## src/rtl/dma_desc_pkg.sv

```systemverilog
package dma_desc_pkg;
  localparam int unsigned DESC_W      = 128;
  localparam int unsigned ADDR_W      = 32;
  localparam int unsigned PAGE_BYTES  = 4096;
  localparam int unsigned DESC_BYTES  = 16;
  localparam int unsigned DEF_ENTRIES = PAGE_BYTES / (4 * DESC_BYTES);

  typedef enum logic [1:0] {
    ST_IDLE,
    ST_SPLIT,
    ST_SKIP,
    ST_FIN
  } gen_state_e;
endpackage

```

## src/rtl/dma_chunk_calc.sv

```systemverilog
module dma_chunk_calc #(
  parameter int unsigned LEN_W = 32,
  parameter int unsigned WIN_W = 16
) (
  input  logic [31:0]      addr_i,
  input  logic [LEN_W-1:0] rem_i,
  output logic [WIN_W:0]   len_o,
  output logic             ends_o
);
  localparam logic [WIN_W:0] WIN_BYTES = {1'b1, {WIN_W{1'b0}}};
  localparam logic [WIN_W:0] HALF      = WIN_BYTES >> 1;

  logic [WIN_W:0] room, raw;
  logic           fits, full;

  always_comb begin
    room   = WIN_BYTES - {1'b0, addr_i[WIN_W-1:0]};
    fits   = rem_i <= LEN_W'(room);
    raw    = fits ? rem_i[WIN_W:0] : room;
    // a full window does not fit the length field: take half
    full   = raw == WIN_BYTES;
    len_o  = full ? HALF : raw;
    ends_o = fits && !full;
  end
endmodule

```

## src/rtl/dma_desc_pack.sv

```systemverilog
module dma_desc_pack #(
  parameter int unsigned LEN_FW = 16
) (
  input  logic [31:0]        addr_i,
  input  logic [LEN_FW-1:0]  len_i,
  input  logic               eol_i,
  output logic [127:0]       data_o
);
  logic [63:0] addr_word, ctl_word;

  always_comb begin
    addr_word = {32'h0, addr_i};
    ctl_word  = {32'h0, eol_i, {(31-LEN_FW){1'b0}}, len_i};
    data_o    = {addr_word, ctl_word};
  end
endmodule

```

## src/rtl/dma_desc_gen.sv

```systemverilog
module dma_desc_gen
  import dma_desc_pkg::*;
#(
  parameter int unsigned LEN_W       = 32,
  parameter int unsigned WIN_W       = 16,
  parameter int unsigned MAX_ENTRIES = DEF_ENTRIES,
  localparam int unsigned CNT_W      = $clog2(MAX_ENTRIES + 1)
) (
  input  logic               clk_i,
  input  logic               rst_ni,
  input  logic               seg_valid_i,
  output logic               seg_ready_o,
  input  logic [31:0]        seg_addr_i,
  input  logic [LEN_W-1:0]   seg_len_i,
  input  logic               seg_last_i,
  output logic               desc_valid_o,
  input  logic               desc_ready_i,
  output logic [127:0]       desc_data_o,
  output logic               done_o,
  output logic               fail_o,
  output logic [CNT_W-1:0]   count_o
);
  localparam logic [CNT_W-1:0] CNT_MAX = CNT_W'(MAX_ENTRIES);

  gen_state_e       state_q;
  logic [31:0]      cur_addr_q, hold_addr_q;
  logic [LEN_W-1:0] rem_q;
  logic [WIN_W-1:0] hold_len_q;
  logic             cur_last_q, fail_pend_q, hold_v_q;
  logic [CNT_W-1:0] cnt_q, cnt_out_q;
  logic             done_q, fail_q;

  logic [WIN_W:0]   chunk_len;
  logic             chunk_ends;
  logic             in_split, room_left, seg_fire, desc_fire, take, ovf, eol;

  dma_chunk_calc #(.LEN_W(LEN_W), .WIN_W(WIN_W)) u_calc (
    .addr_i (cur_addr_q),
    .rem_i  (rem_q),
    .len_o  (chunk_len),
    .ends_o (chunk_ends)
  );

  always_comb begin
    in_split     = state_q == ST_SPLIT;
    room_left    = cnt_q < CNT_MAX;
    seg_ready_o  = (state_q == ST_IDLE) || (state_q == ST_SKIP);
    seg_fire     = seg_valid_i && seg_ready_o;
    eol          = state_q == ST_FIN;
    // held entry leaves only once its successor (or the list end) is known
    desc_valid_o = hold_v_q && ((in_split && room_left) || eol);
    desc_fire    = desc_valid_o && desc_ready_i;
    take         = in_split && room_left && (!hold_v_q || desc_ready_i);
    ovf          = in_split && !room_left;
  end

  dma_desc_pack #(.LEN_FW(WIN_W)) u_pack (
    .addr_i (hold_addr_q),
    .len_i  (hold_len_q),
    .eol_i  (eol),
    .data_o (desc_data_o)
  );

  always_ff @(posedge clk_i or negedge rst_ni) begin
    if (!rst_ni) begin
      state_q     <= ST_IDLE;
      cur_addr_q  <= '0;
      rem_q       <= '0;
      cur_last_q  <= 1'b0;
      fail_pend_q <= 1'b0;
      hold_v_q    <= 1'b0;
      hold_addr_q <= '0;
      hold_len_q  <= '0;
      cnt_q       <= '0;
      cnt_out_q   <= '0;
      done_q      <= 1'b0;
      fail_q      <= 1'b0;
    end else begin
      done_q <= 1'b0;
      fail_q <= 1'b0;
      unique case (state_q)
        ST_IDLE: if (seg_fire) begin
          if (seg_len_i == '0) begin
            if (cnt_q == '0) begin
              if (seg_last_i) begin
                done_q    <= 1'b1;
                fail_q    <= 1'b1;
                cnt_out_q <= '0;
              end else begin
                fail_pend_q <= 1'b1;
                state_q     <= ST_SKIP;
              end
            end else if (seg_last_i) begin
              state_q <= ST_FIN;
            end else begin
              fail_pend_q <= 1'b0;
              state_q     <= ST_SKIP;
            end
          end else begin
            cur_addr_q <= seg_addr_i;
            rem_q      <= seg_len_i;
            cur_last_q <= seg_last_i;
            state_q    <= ST_SPLIT;
          end
        end
        ST_SPLIT: begin
          if (ovf) begin
            hold_v_q <= 1'b0;
            cnt_q    <= '0;
            if (cur_last_q) begin
              done_q    <= 1'b1;
              fail_q    <= 1'b1;
              cnt_out_q <= '0;
              state_q   <= ST_IDLE;
            end else begin
              fail_pend_q <= 1'b1;
              state_q     <= ST_SKIP;
            end
          end else if (take) begin
            hold_v_q    <= 1'b1;
            hold_addr_q <= cur_addr_q;
            hold_len_q  <= chunk_len[WIN_W-1:0];
            cnt_q       <= cnt_q + 1'b1;
            cur_addr_q  <= cur_addr_q + 32'(chunk_len);
            rem_q       <= rem_q - LEN_W'(chunk_len);
            if (chunk_ends) state_q <= cur_last_q ? ST_FIN : ST_IDLE;
          end
        end
        ST_SKIP: if (seg_fire && seg_last_i) begin
          if (fail_pend_q) begin
            done_q    <= 1'b1;
            fail_q    <= 1'b1;
            cnt_out_q <= '0;
            hold_v_q  <= 1'b0;
            cnt_q     <= '0;
            state_q   <= ST_IDLE;
          end else begin
            state_q <= ST_FIN;
          end
        end
        ST_FIN: if (desc_fire) begin
          done_q    <= 1'b1;
          cnt_out_q <= cnt_q;
          cnt_q     <= '0;
          hold_v_q  <= 1'b0;
          state_q   <= ST_IDLE;
        end
        default: state_q <= ST_IDLE;
      endcase
    end
  end

  assign done_o  = done_q;
  assign fail_o  = fail_q;
  assign count_o = cnt_out_q;

  AST_NO_CROSS: assert property (@(posedge clk_i) disable iff (!rst_ni)
    desc_valid_o |-> ({2'b0, hold_addr_q[WIN_W-1:0]} + {2'b0, hold_len_q})
                     <= (WIN_W+2)'(1) << WIN_W);
  AST_LEN_NONZERO: assert property (@(posedge clk_i) disable iff (!rst_ni)
    desc_valid_o |-> desc_data_o[WIN_W-1:0] != '0);
  AST_NO_OVERFLOW: assert property (@(posedge clk_i) disable iff (!rst_ni)
    cnt_q <= CNT_MAX);
  AST_FAIL_WITH_DONE: assert property (@(posedge clk_i) disable iff (!rst_ni)
    fail_o |-> done_o && count_o == '0);
  AST_EOL_THEN_DONE: assert property (@(posedge clk_i) disable iff (!rst_ni)
    desc_valid_o && desc_ready_i && desc_data_o[31] |=> done_o && !fail_o);
  AST_BP_STABLE: assert property (@(posedge clk_i) disable iff (!rst_ni)
    desc_valid_o && !desc_ready_i |=> desc_valid_o && $stable(desc_data_o));
endmodule

```

## config.mk

```make
export PLATFORM = sky130hd
export DESIGN_NAME = dma_desc_gen
export DESIGN_NICKNAME = d
export VERILOG_FILES = /design/src/rtl/dma_desc_pkg.sv /design/src/rtl/dma_chunk_calc.sv /design/src/rtl/dma_desc_pack.sv /design/src/rtl/dma_desc_gen.sv
export SDC_FILE = /design/constraint.sdc
export NUM_CORES = 1
export LEC_CHECK = 0
export ABC_CLOCK_PERIOD_IN_PS = 9400
export BUFFER_PORTS_ARGS = -buffer_cell sky130_fd_sc_hd__buf_2
export CORE_MARGIN = 8
export CORE_UTILIZATION = 30
export DETAILED_ROUTE_END_ITERATION = 10
export GPL_TIMING_DRIVEN = 0
export SYNTH_ARGS = -nofsm -noshare
export SYNTH_HDL_FRONTEND = slang
export SYNTH_SLANG_ARGS = --single-unit
```

## constraint.sdc

```tcl
create_clock -name clk_i -period 9.4 [get_ports clk_i]
set_input_delay 1.88 -clock clk_i [delete_from_list [all_inputs] [get_ports clk_i]]
set_output_delay 1.88 -clock clk_i [all_outputs]
set_load 0.05 [all_outputs]
```

==> out/metrics.yaml <==
status: "finished, final reports clean"
synthAdderAreaFrac_pct: 7.60
cp-startpoint: "cur_addr_q[0]"
min_to: "hold_addr_q[16]"
synthCells: 1184
finalCritPeriodShare_pct: 85.8
first_iter_violations: 659
cp.required_ns: 9.73
fin_nets: 1537
drtAntennaViolNets: 0
clock-root-buffer: "clkbuf_16"
fmax_mhz: 124
netlist_area_mm2: 0.00975
synthXorXnorAreaFrac_pct: 2.88
maxSlewHeadroom_pct: 18.1
power_leakage_nw: 5.66
ctsLongestPathBuffers: 2
grt_util_all_layers_pct: 17.7
vias_per_cell: 5.15
dr.pass1.iters: 6
startpoint_type: "flop"
final_util_pct: 36.7
synth-async-reset-ratio_pct: 100
routabilityCongestion: 0.899
synth_compound_area_share_pct: 19.3
crit_path_end_kind: "flop"
synth.area.mux_share_pct: 3.86
slew_violations: 0
min_period_ns: 8.06
synth_edf_count: 0
diodes: 0
cts_resized: 0
setup.worst_path.class: "reg -> reg"
worstReg2RegEnd: "rem_q[17]"
synth_flop_cell: "dfrtp_1"
r2r_slack_ns: 1.34
cap_violations: 0
cp.arrival_ns: 8.39
die_w_um: 196
wirelength_um: 34800
tns_ns: 0
setup_viol: 0
cts.sinks: 133
path_max_fanout: 10
synth.avg_cell_area_um2: 8.23
io_buffers: 128
fp-row-count: 66
initial_utilization_pct: 30.2
rsz0062_at_grt: "false"
ys_ff_latch: 133
ir_drop_v: 0.000199
dp_hpwl_um: 26600
die_h_um: 196
ys_types: 76
min_from: "hold_addr_q[16]"
ys_warn_count: 0
grt_max_degree: 77
insertion_delay_ns: 0.45
ios: 208
clk_pin_slew_ns: 0.06
post-place-ws_ns: 1.58
core-area_mm2: 0.0323
yosys.area_share.simple_pct: 21.8
grt-ovfl-total: 0
layout-drive-gt1-share_pct: 20.5
r2r-start: "cur_addr_q[0]"
clock_skew_ns: 0.0109
vias: 9598
grt_pass1_wl_um: 53300
p_total_mw: 5.31
area_growth_pct: 21.7
ff2ff_path_depth: 25
cts_buffers: 17
hold_buffers: 0
cts.htree.levels: 4
fillCellCount: 3446
tightest_slew_ns: 1.22
post-cts-setup-buffer-count: 0
min_path_cells: 2
synth_top_family_by_area: "simple AND/OR/NAND/NOR gates"
hold_class: "reg -> reg"
cts_tree: "built"
die-area_mm2: 0.0385
grt_pass1_vias: 9248
post-route-drc-count: 0
pwr_density_cell_mw_per_mm2: 448
hold_viol_final: 0
setup_slack_ns: 1.34
wl_per_cell_um: 18.7
antenna_found_initial: 0
ys_seq_area_share_pct: 34.1
## power by group
group / switching (mW) / internal, mW / total, mW
sequential: 0.265 / 0.846 / 1.11
clock: 0.293 / 0.400 / 0.693
combinational: 2.32 / 1.19 / 3.51
total: 2.88 / 2.44 / 5.31
## cells in the final DEF (no fill, tap or decap), types with 29 or more instances in the layout
| cell type | count |
|---|---|
| clkbuf_1 | 48 |
| a21oi_1 | 71 |
| dfrtp_1 | 133 |
| conb_1 | 79 |
| o21ai_0 | 50 |
| buf_4 | 80 |
| nand2_1 | 195 |
| nand3_1 | 34 |
| inv_1 | 49 |
| buf_2 | 128 |
| mux2_2 | 29 |
| ha_1 | 56 |
| nor2_1 | 92 |
## critical path, stage by stage, from the launching register on
cell	delay (ns)
dfrtp_1	0.47
inv_1	0.17
ha_1	0.29
nor3b_1	0.49
nand3_1	0.30
or3_1	0.39
xor2_1	0.18
inv_1	0.07
ha_1	0.27
nand4_1	0.18
a2111oi_0	0.55
or4_1	0.24
a211o_1	0.13
buf_2	0.24
buf_1	0.56
mux2_2	0.48
inv_1	0.08
ha_1	0.26
o21a_1	0.20
o21ai_0	0.21
a21o_1	0.17
a21oi_1	0.15
a311oi_1	1.05
clkbuf_1	0.44
a31oi_1	0.15
o22a_1	0.23
## through the flow
stage          std cells  cell area [um^2]  hold slack (ns)
5_1_grt             1865             11900            0.495
3_3_place_gp        1832             11200            0.457
3_5_place_dp        1833             11300            0.457
4_1_cts             1865             11900            0.473
2_1_floorplan       1262             10000            0.453
6_report            1865             11900            0.468
## cell families (layout without fill, tap and decap cells)
logic type                 Yosys count  after routing
muxes                               34             34
xor gates and xnor gates            32             32
and+or+nand+nor                    459            459
other                                1             79
adders and majority gates           58             58
buffers and inverters              187            348
DFF                                133            133
AOI/OAI and AO/OA                  280            280
## flip-flops by register name, summed over array words and instances (netlist names)
name         cells
cur_last_q       1
fail_pend_q      1
state_q          2
hold_len_q      16
hold_addr_q     32
rem_q           32
cnt_q            7
cur_addr_q      32
count_o          7
fail_o           1
hold_v_q         1
done_o           1
## cell type report
class                   instances  area, um^2  area share [%]
repair buffers                129         674            5.69
well taps                     442         553            4.66
multi-input cells             942        5700            48.1
inverters                      50         188            1.58
clock buffers                  19         443            3.73
plain buffers                 137         823            6.94
clock inverters                13         148            1.24
flip-flops and latches        133        3330            28.1
## per-layer routing
layer  wire, um  share of wire [%]  track usage [%]
met3       2800                8.0             4.30
met4        562                1.6             5.56
met5          0                  0                0
met1      15800                 45             24.0
met2      15700                 45             27.3
## worst max-delay path by stage
stage	to	slack, ns	depth (start not counted)
5_1_grt	rem_q[17]	0.85	25
3_3_place_gp	rem_q[17]	1.56	25
4_1_cts	rem_q[17]	1.49	25
6_report	rem_q[17]	1.34	25
3_5_place_dp	cur_addr_q[22]	1.58	24
2_1_floorplan	cur_addr_q[22]	3.06	25
## cell usage after synthesis, types with 12 or more instances
cell type  instances  area (um^2)
a211oi_1          14          105
a21o_1            15          113
a21oi_1           71          355
a311oi_1          15          131
a31oi_1           18          113
buf_4             80          601
clkbuf_1          47          176
dfrtp_1          133         3330
ha_1              56          701
inv_1             49          184
mux2_2            29          327
nand2_1          195          732
nand3_1           34          170
nand4_1           17          106
nor2_1            92          345
nor3_1            28          140
nor4_1            19          119
o211ai_1          12         90.1
o21ai_0           50          250
xnor2_1           17          149
xor2_1            15          131
(Power assumes the default switching activity.)
